### src/rtl/ptimer_pkg.sv
package ptimer_pkg;

  typedef enum logic [1:0] {
    SEL_REAL_SHORT = 2'b00,
    SEL_REAL_LONG  = 2'b01,
    SEL_CPLX_SHORT = 2'b10,
    SEL_CPLX_LONG  = 2'b11
  } preset_sel_e;

  function automatic preset_sel_e mode_to_sel(input logic cplx, input logic long_p);
    return preset_sel_e'({cplx, long_p});
  endfunction

endpackage

### src/rtl/ptimer_prescaler.sv
module ptimer_prescaler #(
  parameter int unsigned REAL_DIV = 7,
  parameter int unsigned CPLX_DIV = 6
) (
  input  logic clk,
  input  logic rst_n,
  input  logic cplx,
  output logic tick
);
  localparam int unsigned MAX_DIV = (REAL_DIV > CPLX_DIV) ? REAL_DIV : CPLX_DIV;
  localparam int unsigned PW      = (MAX_DIV > 2) ? $clog2(MAX_DIV) : 1;
  localparam logic [PW-1:0] REAL_LIM = PW'(REAL_DIV - 1);
  localparam logic [PW-1:0] CPLX_LIM = PW'(CPLX_DIV - 1);
  localparam logic [PW-1:0] MAX_LIM  = PW'(MAX_DIV - 1);

  logic [PW-1:0] phase;
  logic [PW-1:0] limit;

  // A shrinking divisor may leave phase above the new limit: >= ends the cycle at once.
  always_comb begin
    limit = cplx ? CPLX_LIM : REAL_LIM;
    tick  = (phase >= limit);
  end

  always_ff @(posedge clk or negedge rst_n) begin
    if (!rst_n)    phase <= '0;
    else if (tick) phase <= '0;
    else           phase <= phase + PW'(1);
  end

  assert_phase_bound_R2: assert property (@(posedge clk) disable iff (!rst_n)
    phase <= MAX_LIM);
  assert_tick_spaced_R2: assert property (@(posedge clk) disable iff (!rst_n)
    tick |=> !tick);
  assert_phase_restart_R2: assert property (@(posedge clk) disable iff (!rst_n)
    tick |=> phase == '0);

endmodule

### src/rtl/ptimer_preset.sv
module ptimer_preset
  import ptimer_pkg::*;
#(
  parameter int unsigned CNT_W          = 13,
  parameter int unsigned DATA_W         = 16,
  parameter int unsigned P_REAL_SHORT   = 'h0B45,
  parameter int unsigned P_REAL_LONG    = 'h1313,
  parameter int unsigned P_CPLX_SHORT   = 'h0B81,
  parameter int unsigned P_CPLX_LONG    = 'h1379
) (
  input  logic              clk,
  input  logic              rst_n,
  input  logic              cplx,
  input  logic              long_p,
  input  logic              wr_en,
  input  logic [DATA_W-1:0] wr_data,
  output logic [CNT_W-1:0]  preset
);
  logic             cplx_q, long_q;
  logic             mode_edge;
  logic [CNT_W-1:0] table_val;
  logic             unused_hi;

  assign unused_hi = ^wr_data[DATA_W-1:CNT_W];

  always_ff @(posedge clk or negedge rst_n) begin
    if (!rst_n) begin
      cplx_q <= 1'b0;
      long_q <= 1'b0;
    end else begin
      cplx_q <= cplx;
      long_q <= long_p;
    end
  end

  assign mode_edge = (cplx ^ cplx_q) | (long_p ^ long_q);

  always_comb begin
    unique case (mode_to_sel(cplx, long_p))
      SEL_REAL_SHORT: table_val = CNT_W'(P_REAL_SHORT);
      SEL_REAL_LONG:  table_val = CNT_W'(P_REAL_LONG);
      SEL_CPLX_SHORT: table_val = CNT_W'(P_CPLX_SHORT);
      SEL_CPLX_LONG:  table_val = CNT_W'(P_CPLX_LONG);
      default:        table_val = CNT_W'(P_REAL_SHORT);
    endcase
  end

  // Direct write outranks a simultaneous mode edge.
  always_ff @(posedge clk or negedge rst_n) begin
    if (!rst_n)         preset <= CNT_W'(P_REAL_SHORT);
    else if (wr_en)     preset <= wr_data[CNT_W-1:0];
    else if (mode_edge) preset <= table_val;
  end

  assert_write_low_bits_R6: assert property (@(posedge clk) disable iff (!rst_n)
    wr_en |=> preset == $past(wr_data[CNT_W-1:0]));
  assert_edge_loads_table_R5: assert property (@(posedge clk) disable iff (!rst_n)
    (!wr_en && mode_edge) |=> preset == $past(table_val));
  assert_preset_quiet_R9: assert property (@(posedge clk) disable iff (!rst_n)
    (!wr_en && !mode_edge) |=> $stable(preset));

endmodule

### src/rtl/ptimer_counter.sv
module ptimer_counter #(
  parameter int unsigned CNT_W     = 13,
  parameter int unsigned RESET_VAL = 'h0B45
) (
  input  logic             clk,
  input  logic             rst_n,
  input  logic             tick,
  input  logic [CNT_W-1:0] preset,
  output logic             irq
);
  logic [CNT_W-1:0] count;
  logic             at_zero;

  assign at_zero = (count == '0);
  assign irq     = tick & at_zero;

  always_ff @(posedge clk or negedge rst_n) begin
    if (!rst_n)       count <= CNT_W'(RESET_VAL);
    else if (irq)     count <= preset;
    else if (tick)    count <= count - CNT_W'(1);
  end

  assert_reload_R8: assert property (@(posedge clk) disable iff (!rst_n)
    (tick && count == '0) |=> count == $past(preset));
  assert_step_R1: assert property (@(posedge clk) disable iff (!rst_n)
    (tick && count != '0) |=> count == $past(count) - CNT_W'(1));
  assert_hold_R1: assert property (@(posedge clk) disable iff (!rst_n)
    !tick |=> $stable(count));
  assert_pulse_R3: assert property (@(posedge clk) disable iff (!rst_n)
    irq |=> !irq);

endmodule

### src/rtl/periodic_irq_timer.sv
module periodic_irq_timer #(
  parameter int unsigned CNT_W        = 13,
  parameter int unsigned DATA_W       = 16,
  parameter int unsigned REAL_DIV     = 7,
  parameter int unsigned CPLX_DIV     = 6,
  parameter int unsigned P_REAL_SHORT = 'h0B45,
  parameter int unsigned P_REAL_LONG  = 'h1313,
  parameter int unsigned P_CPLX_SHORT = 'h0B81,
  parameter int unsigned P_CPLX_LONG  = 'h1379
) (
  input  logic              clk,
  input  logic              rst_n,
  input  logic              mode_cplx,
  input  logic              period_long,
  input  logic              wr_en,
  input  logic [DATA_W-1:0] wr_data,
  output logic              irq
);
  logic             tick;
  logic [CNT_W-1:0] preset;

  ptimer_prescaler #(
    .REAL_DIV (REAL_DIV),
    .CPLX_DIV (CPLX_DIV)
  ) u_prescaler (
    .clk   (clk),
    .rst_n (rst_n),
    .cplx  (mode_cplx),
    .tick  (tick)
  );

  ptimer_preset #(
    .CNT_W        (CNT_W),
    .DATA_W       (DATA_W),
    .P_REAL_SHORT (P_REAL_SHORT),
    .P_REAL_LONG  (P_REAL_LONG),
    .P_CPLX_SHORT (P_CPLX_SHORT),
    .P_CPLX_LONG  (P_CPLX_LONG)
  ) u_preset (
    .clk     (clk),
    .rst_n   (rst_n),
    .cplx    (mode_cplx),
    .long_p  (period_long),
    .wr_en   (wr_en),
    .wr_data (wr_data),
    .preset  (preset)
  );

  ptimer_counter #(
    .CNT_W     (CNT_W),
    .RESET_VAL (P_REAL_SHORT)
  ) u_counter (
    .clk    (clk),
    .rst_n  (rst_n),
    .tick   (tick),
    .preset (preset),
    .irq    (irq)
  );

  assert_reset_quiet_R4: assert property (@(posedge clk)
    !rst_n |-> !irq);

endmodule

### config.mk
export PLATFORM = sky130hd
export DESIGN_NAME = periodic_irq_timer
export DESIGN_NICKNAME = d
export VERILOG_FILES = /design/src/rtl/ptimer_pkg.sv /design/src/rtl/ptimer_prescaler.sv /design/src/rtl/ptimer_preset.sv /design/src/rtl/ptimer_counter.sv /design/src/rtl/periodic_irq_timer.sv
export SDC_FILE = /design/constraint.sdc
export NUM_CORES = 1
export LEC_CHECK = 0
export ABC_AREA = 1
export ABC_CLOCK_PERIOD_IN_PS = 2900
export BUFFER_PORTS_ARGS = -buffer_cell sky130_fd_sc_hd__buf_2
export CAP_MARGIN = 30
export CELL_PAD_IN_SITES_DETAIL_PLACEMENT = 0
export CELL_PAD_IN_SITES_GLOBAL_PLACEMENT = 1
export CORE_MARGIN = 2
export CORE_UTILIZATION = 47
export CTS_CLUSTER_DIAMETER = 100
export DETAILED_ROUTE_END_ITERATION = 8
export PLACE_DENSITY_LB_ADDON = 0.1
export REMOVE_ABC_BUFFERS = 1
export SETUP_SLACK_MARGIN = 0.2
export SYNTH_ARGS = -nofsm -noshare
export SYNTH_HDL_FRONTEND = slang
export SYNTH_SLANG_ARGS = --single-unit
### constraint.sdc
create_clock -name clk -period 2.9 [get_ports clk]
set_input_delay 0.29 -clock clk [delete_from_list [all_inputs] [get_ports clk]]
set_output_delay 0.29 -clock clk [all_outputs]
set_load 0.005 [all_outputs]
==> results of run 1 <==
-- area by class of cell --
type                       instances  share of cell area
sequential                        31               0.370
clock inverter                     1              0.0141
timing repair buffer              19              0.0457
multi-input combinational        169               0.454
inverter                          29              0.0509
clock buffer                       7              0.0357
tap                               50              0.0293
-- registers in the layout, summed over array words and instances, names as in the netlist --
signal             count
u_counter.count       13
u_preset.preset       13
u_prescaler.phase      3
u_preset.cplx_q        1
u_preset.long_q        1
-- cells in the final DEF (no fill, tap or decap), drive strengths merged --
cell / instances
nand2: 67
inv: 29
nand3: 27
nor2: 27
o21ai: 20
dfrtp: 19
buf: 19
dfstp: 12
ha: 9
clkbuf: 7
xor2: 5
o21a: 3
a21oi: 3
nand3b: 2
nor3b: 1
nand4: 1
xnor2: 1
o211ai: 1
o21bai: 1
o22a: 1
bufinv: 1
-- metrics by stage --
stage               std cells   util  area [um^2]  setup WS [ps]  hold WS [ps]
finish                    306  0.538         2140            944          49.4
floorplan                 229      -         1870           1340         -5.59
global route              306  0.538         2140            761           105
global placement          298  0.511         2030           1150           382
CTS                       306  0.538         2140            922          66.3
detailed placement        298  0.511         2030           1140           373
-- power groups by stage --
stage | Combinational (mW) | Clock, mW | Sequential, mW
2_1_floorplan | 0.543 | 0 | 0.656
3_3_place_gp | 0.682 | 0 | 0.676
3_5_place_dp | 0.688 | 0 | 0.679
4_1_cts | 0.693 | 0.421 | 0.674
5_1_grt | 0.797 | 0.449 | 0.689
6_report | 0.687 | 0.414 | 0.674
-- cells in the mapped netlist (3+ instances only) --
cell	n	area, um^2
nand2_1	60	225
inv_1	28	105
nand3_1	25	125
dfrtp_1	19	475
nor2_1	19	71.3
dfstp_2	12	315
o21ai_1	10	50.1
ha_1	9	113
nand2_2	5	31.3
o21ai_0	5	25.0
o21ai_2	5	43.8
xor2_1	5	43.8
buf_6	3	33.8
nor2_2	3	18.8
nor2_4	3	33.8
o21a_1	3	22.5
-- routing by layer --
layer  vias up  routed length (um)
met5         -                   0
met4         0                  49
met3         5                 119
met2        22                1650
met1       678                1930
li1        785                   -
-- critical path, stage by stage (launching register included) --
cell and delay, ps:
dfstp_2 370, inv_1 100, ha_1 270, nand3_1 170, nor2_4 200, nand3_1 110, inv_1 60, buf_2 100
-- path summary, 6_finish.rpt --
path                                      startpoint              endpoint  slack (ps)  cells after the start
worst max register to register  u_prescaler.phase[1]    u_counter.count[7]        1290                      8
max in group asynchronous                      rst_n    u_preset.preset[7]        2400                      1
worst max-delay path              u_counter.count[0]                   irq         940                      7
min in group clk                         period_long       u_preset.long_q         210                      1
worst min register to register  u_prescaler.phase[0]  u_prescaler.phase[0]         460                      1
worst min-delay path                           rst_n    u_counter.count[3]          50                      1
-- cells by family after synthesis --
| kind of cell | Yosys count |
|---|---|
| buffers and inverters | 34 |
| and+or+nand+nor | 125 |
| xor gates and xnor gates | 6 |
| adders and majority gates | 9 |
| DFF | 31 |
| AOI/OAI and AO/OA | 29 |
==> reports/results.ini, run 1 <==
[pwr]
power.density_mw_per_mm2=830
vdd_ir_drop_max_mv=0.387
power_mw=1.77
comb_power_share=0.387
clock_power_share=0.233
internal-power_mw=1.08
p_sw_uw=699
swShare=0.394
p_leak_nw=1.09
p_seq_frac=0.380

[routing]
first_iter_violations=44
final_antenna_net_count=0
drt-vias-per-instance=4.87
routedWlPerCell_um=12.3
dr.pass1.iters=4
via_count=1490
finalWirelength_um=3750
drc=0

[worst_setup_path]
critical_path_class=reg2out
cp-start-kind=register
worstPathRequired_ps=2610
endpoint_kind=output pin
arrival_ps=1670
cp_max_fo=5

[grt]
use_met1=0.263
grt_max_degree=32
grt_use_met3=0.0543
grt_pass1_vias=1457
busiest_layer=met2
met2_usage=0.309
antenna_found_initial=0
grt_use_total=0.197
grt_overflow=0
grt_pass1_wl_um=6640

[synth]
synth_cells=234
async_flop_share=1.00
muxShareOfSynthArea=0
synth_compound_area_frac=0.0982
synth_flop_cell=dfrtp_1
synth_top_family_by_area=simple AND/OR/NAND/NOR gates
synth_simple_gate_area_share=0.321
postSynthAreaPerCell_um2=8.22
yosysWarnings=0
syn-cell-area_mm2=0.00192
synth_edf_count=0
synth_xor_area_frac=0.0273
synthAdderAreaFrac=0.0586
seq_area_frac_synth=0.411
synth_seq_cells=31
synth_cell_types=31

[timing]
tightest_slew_ps=691
maxClockFrequency_mhz=511
timing_hold_violations_final=0
slew_viol_final=0
tns_ps=0
finalClockSkew_ps=7.69
min_period_ps=1960
slew_headroom=0.539
finalSetupViolations=0
rsz0062_at_grt=no
min_period_over_period=0.675

[layout]
final_nets=285
regArea_um2=791
multiInputGateArea_um2=971
n_antenna_cell=0
final.fill_count=401
area_delta_synth_final_pct=11.1
drive_gt1_frac=0.242

[place]
dp_hpwl_um=2800
gp_congestion=0.790
portBuffers=18

[clock_network]
ctsLongestPathBuffers=2
ctsRootBufferMaster=clkbuf_8
tritoncts=done
cts-resized-gates=0
cts_inserted_buffers=5
cts-hold-fix-buffers=0
cts-htree-levels=2
numClockSinks=31
clk_pin_slew_ps=70
cts_setup_buffers=0
clock_latency_ps=280

[floorplanning]
start_util=0.484
fp.dieH_um=68.0
design.die.area_mm2=0.00462
core_area_mm2=0.00397
die_x_um=68.0
io_pins=22
rows=23

[hold_path]
hold_class=in2async

[flow_run]
cap_violations=0

[status]
status=finished, final reports clean

Note: power is estimated with default switching activity, not from simulation.
==> run 2: changes to the inputs <==
- ABC_AREA: 1 -> 0
- ABC_CLOCK_PERIOD_IN_PS: 2900 -> 2000
- CORE_UTILIZATION: 47 -> 44
- clock period: 2.9 -> 2 ns (I/O delays scaled with it)
==> run 2 against run 1 <==
Register-to-register slack got worse by 1100 ps; global-route usage fell by 0.14 points; non-clock buffer count is 18 higher; core utilization increased by 1.8 points; clock skew shrank 0.84 ps; final area increased by 2.6%; synthesized cell count fell by 25%; synthesized area fell by 8.3%; routed wire length grew 4.4%; critical endpoint unchanged; worst setup slack got worse by 830 ps; largest power group is now registers; power up 31%.
==> reports/results.ini, run 2 <==
[worst_setup_path]
arrival_ps=1680
reg2reg_slack_ps=230
endpoint_kind=output pin
critical_path_class=reg2out
cp_max_fo=2
cp-start-kind=register
worstPathRequired_ps=1800
rr_worst_depth=6
r2r_start=u_counter.count[1]
r2r_end=u_counter.count[12]

[pwr]
power.density_mw_per_mm2=1060
p_leak_nw=1.03
vdd_ir_drop_max_mv=0.441
power_mw=2.32

[clock_network]
clock_latency_ps=280
tritoncts=done
ctsLongestPathBuffers=2
numClockSinks=31
cts_inserted_buffers=5
ctsRootBufferMaster=clkbuf_8
clk_pin_slew_ps=70
cts-htree-levels=2

[place]
gp_congestion=0.884
placed_area_mm2=0.00194
dp_cells=242
dp_hpwl_um=2710
portBuffers=18

[synth]
synth_area_leader_cell=dfrtp_1
synth_cells=175
postSynthAreaPerCell_um2=10.1
synth_edf_count=0
netlist_top_cells_count=dfrtp_1, inv_1, dfstp_2
seq_area_frac_synth=0.448
yosysWarnings=0
yosysMostFrequentCell=dfrtp_1
syn-cell-area_mm2=0.00176
synth_top_area_share=0.270
synth_area_leaders=dfrtp_1, dfstp_2, ha_1
async_flop_share=1.00
synth_cell_types=44
synth_flop_cell=dfrtp_1
synth_seq_cells=31

[timing]
tightest_slew_ps=712
finalSetupViolations=0
min_period_over_period=0.942
min_period_ps=1880
slew_headroom=0.525
slew_viol_final=0
whs_ps=110
rsz0062_at_grt=yes
timing_hold_violations_final=0
finalClockSkew_ps=6.85
maxClockFrequency_mhz=531

[floorplanning]
rows=23
fp.dieH_um=67.3
design.die.area_mm2=0.00453
start_util=0.447
die_x_um=67.3
io_pins=22
core_area_mm2=0.00394

[layout]
final_nets=240
final_cell_count_no_fill=261
area_delta_synth_final_pct=24.3
final_area_mm2=0.00219
layout_commonest_cell=dfrtp_1
final_util=0.556
n_antenna_cell=0
drive_gt1_frac=0.355
top_regs=u_counter.count (13), u_preset.preset (13), u_prescaler.phase (3)
final_cell_mix=dfrtp_1, buf_2, buf_4, inv_1, dfstp_2
final.fill_count=354

[grt]
grt_pass1_vias=1366
grt_overflow=0
grt_max_degree=32
grt_use_total=0.195
grt_pass1_wl_um=6490
antenna_found_initial=0

[routing]
dr.pass1.iters=4
finalWirelength_um=3920
first_iter_violations=92
final_antenna_net_count=0
routedWlPerCell_um=15.0
drt-vias-per-instance=5.28
drc=0
via_count=1379

[hold_path]
whs_path_depth=1
hold_path_end=u_preset.long_q
hold_class=in2reg
hold_start=period_long

[flow_run]
cap_violations=0

[status]
status=finished, final reports clean

[run 2: worst max-delay path by stage]
stage / from / depth (start not counted) / slack (ps) / endpoint
6_report: u_prescaler.phase[0] / 7 / 120 / irq
5_1_grt: u_prescaler.phase[0] / 7 / 50 / irq
4_1_cts: u_prescaler.phase[0] / 7 / 100 / irq
3_5_place_dp: u_counter.count[0] / 6 / 20 / u_counter.count[11]
3_3_place_gp: u_counter.count[0] / 6 / 70 / u_counter.count[11]
2_1_floorplan: u_preset.long_q / 3 / -110 / u_preset.preset[6]
[run 2: logic make-up after synthesis]
| family | synth area share |
|---|---|
| and+or+nand+nor | 0.193 |
| xor gates and xnor gates | 0.00993 |
| muxes | 0.0830 |
| DFF | 0.448 |
| AOI/OAI and AO/OA | 0.143 |
| buffers and inverters | 0.0596 |
| adders and majority gates | 0.0638 |
[run 2: layer usage]
layer  up-vias  GRT usage  part of all wire
met5         -          0                 0
met4         0     0.0638             0.010
met3         6     0.0400             0.029
met2        28      0.314              0.49
met1       646      0.263              0.47
li1        699          -                 -
[run 2: timing repair]
item,4_1_cts,5_1_grt
endpoints found under the hold margin,19,0
hold buffers,1,0
pin swaps,4,5
setup endpoints to repair,13,14
setup buffers,9,1
gates resized for setup,12,4
[run 2: final cells by class]
cell class,instances,area [um^2],area share
tap,50,62.6,0.0285
inverter,17,63.8,0.0291
sequential,31,791,0.361
multi-input combinational,118,937,0.427
timing repair buffer,37,235,0.107
clock inverter,1,7.51,0.00342
clock buffer,7,96.3,0.0439
[run 2: power by group]
group | switching [mW] | internal, mW
sequential | 0.145 | 0.772
combinational | 0.410 | 0.443
clock | 0.234 | 0.313
[run 2: through the flow]
step	worst slack (ps)	setup TNS (ps)
2_1_floorplan	-109	-109
3_3_place_gp	71.4	0
3_5_place_dp	22.2	0
4_1_cts	98.9	0
5_1_grt	45.7	0
6_report	115	0
[run 2: worst max-delay path: stages (launching register included)]
cell and delay [ps]:
dfrtp_1 350, inv_1 50, ha_1 260, nand2b_4 140
a21o_4 200, and2_4 150, and4_1 140, buf_2 120
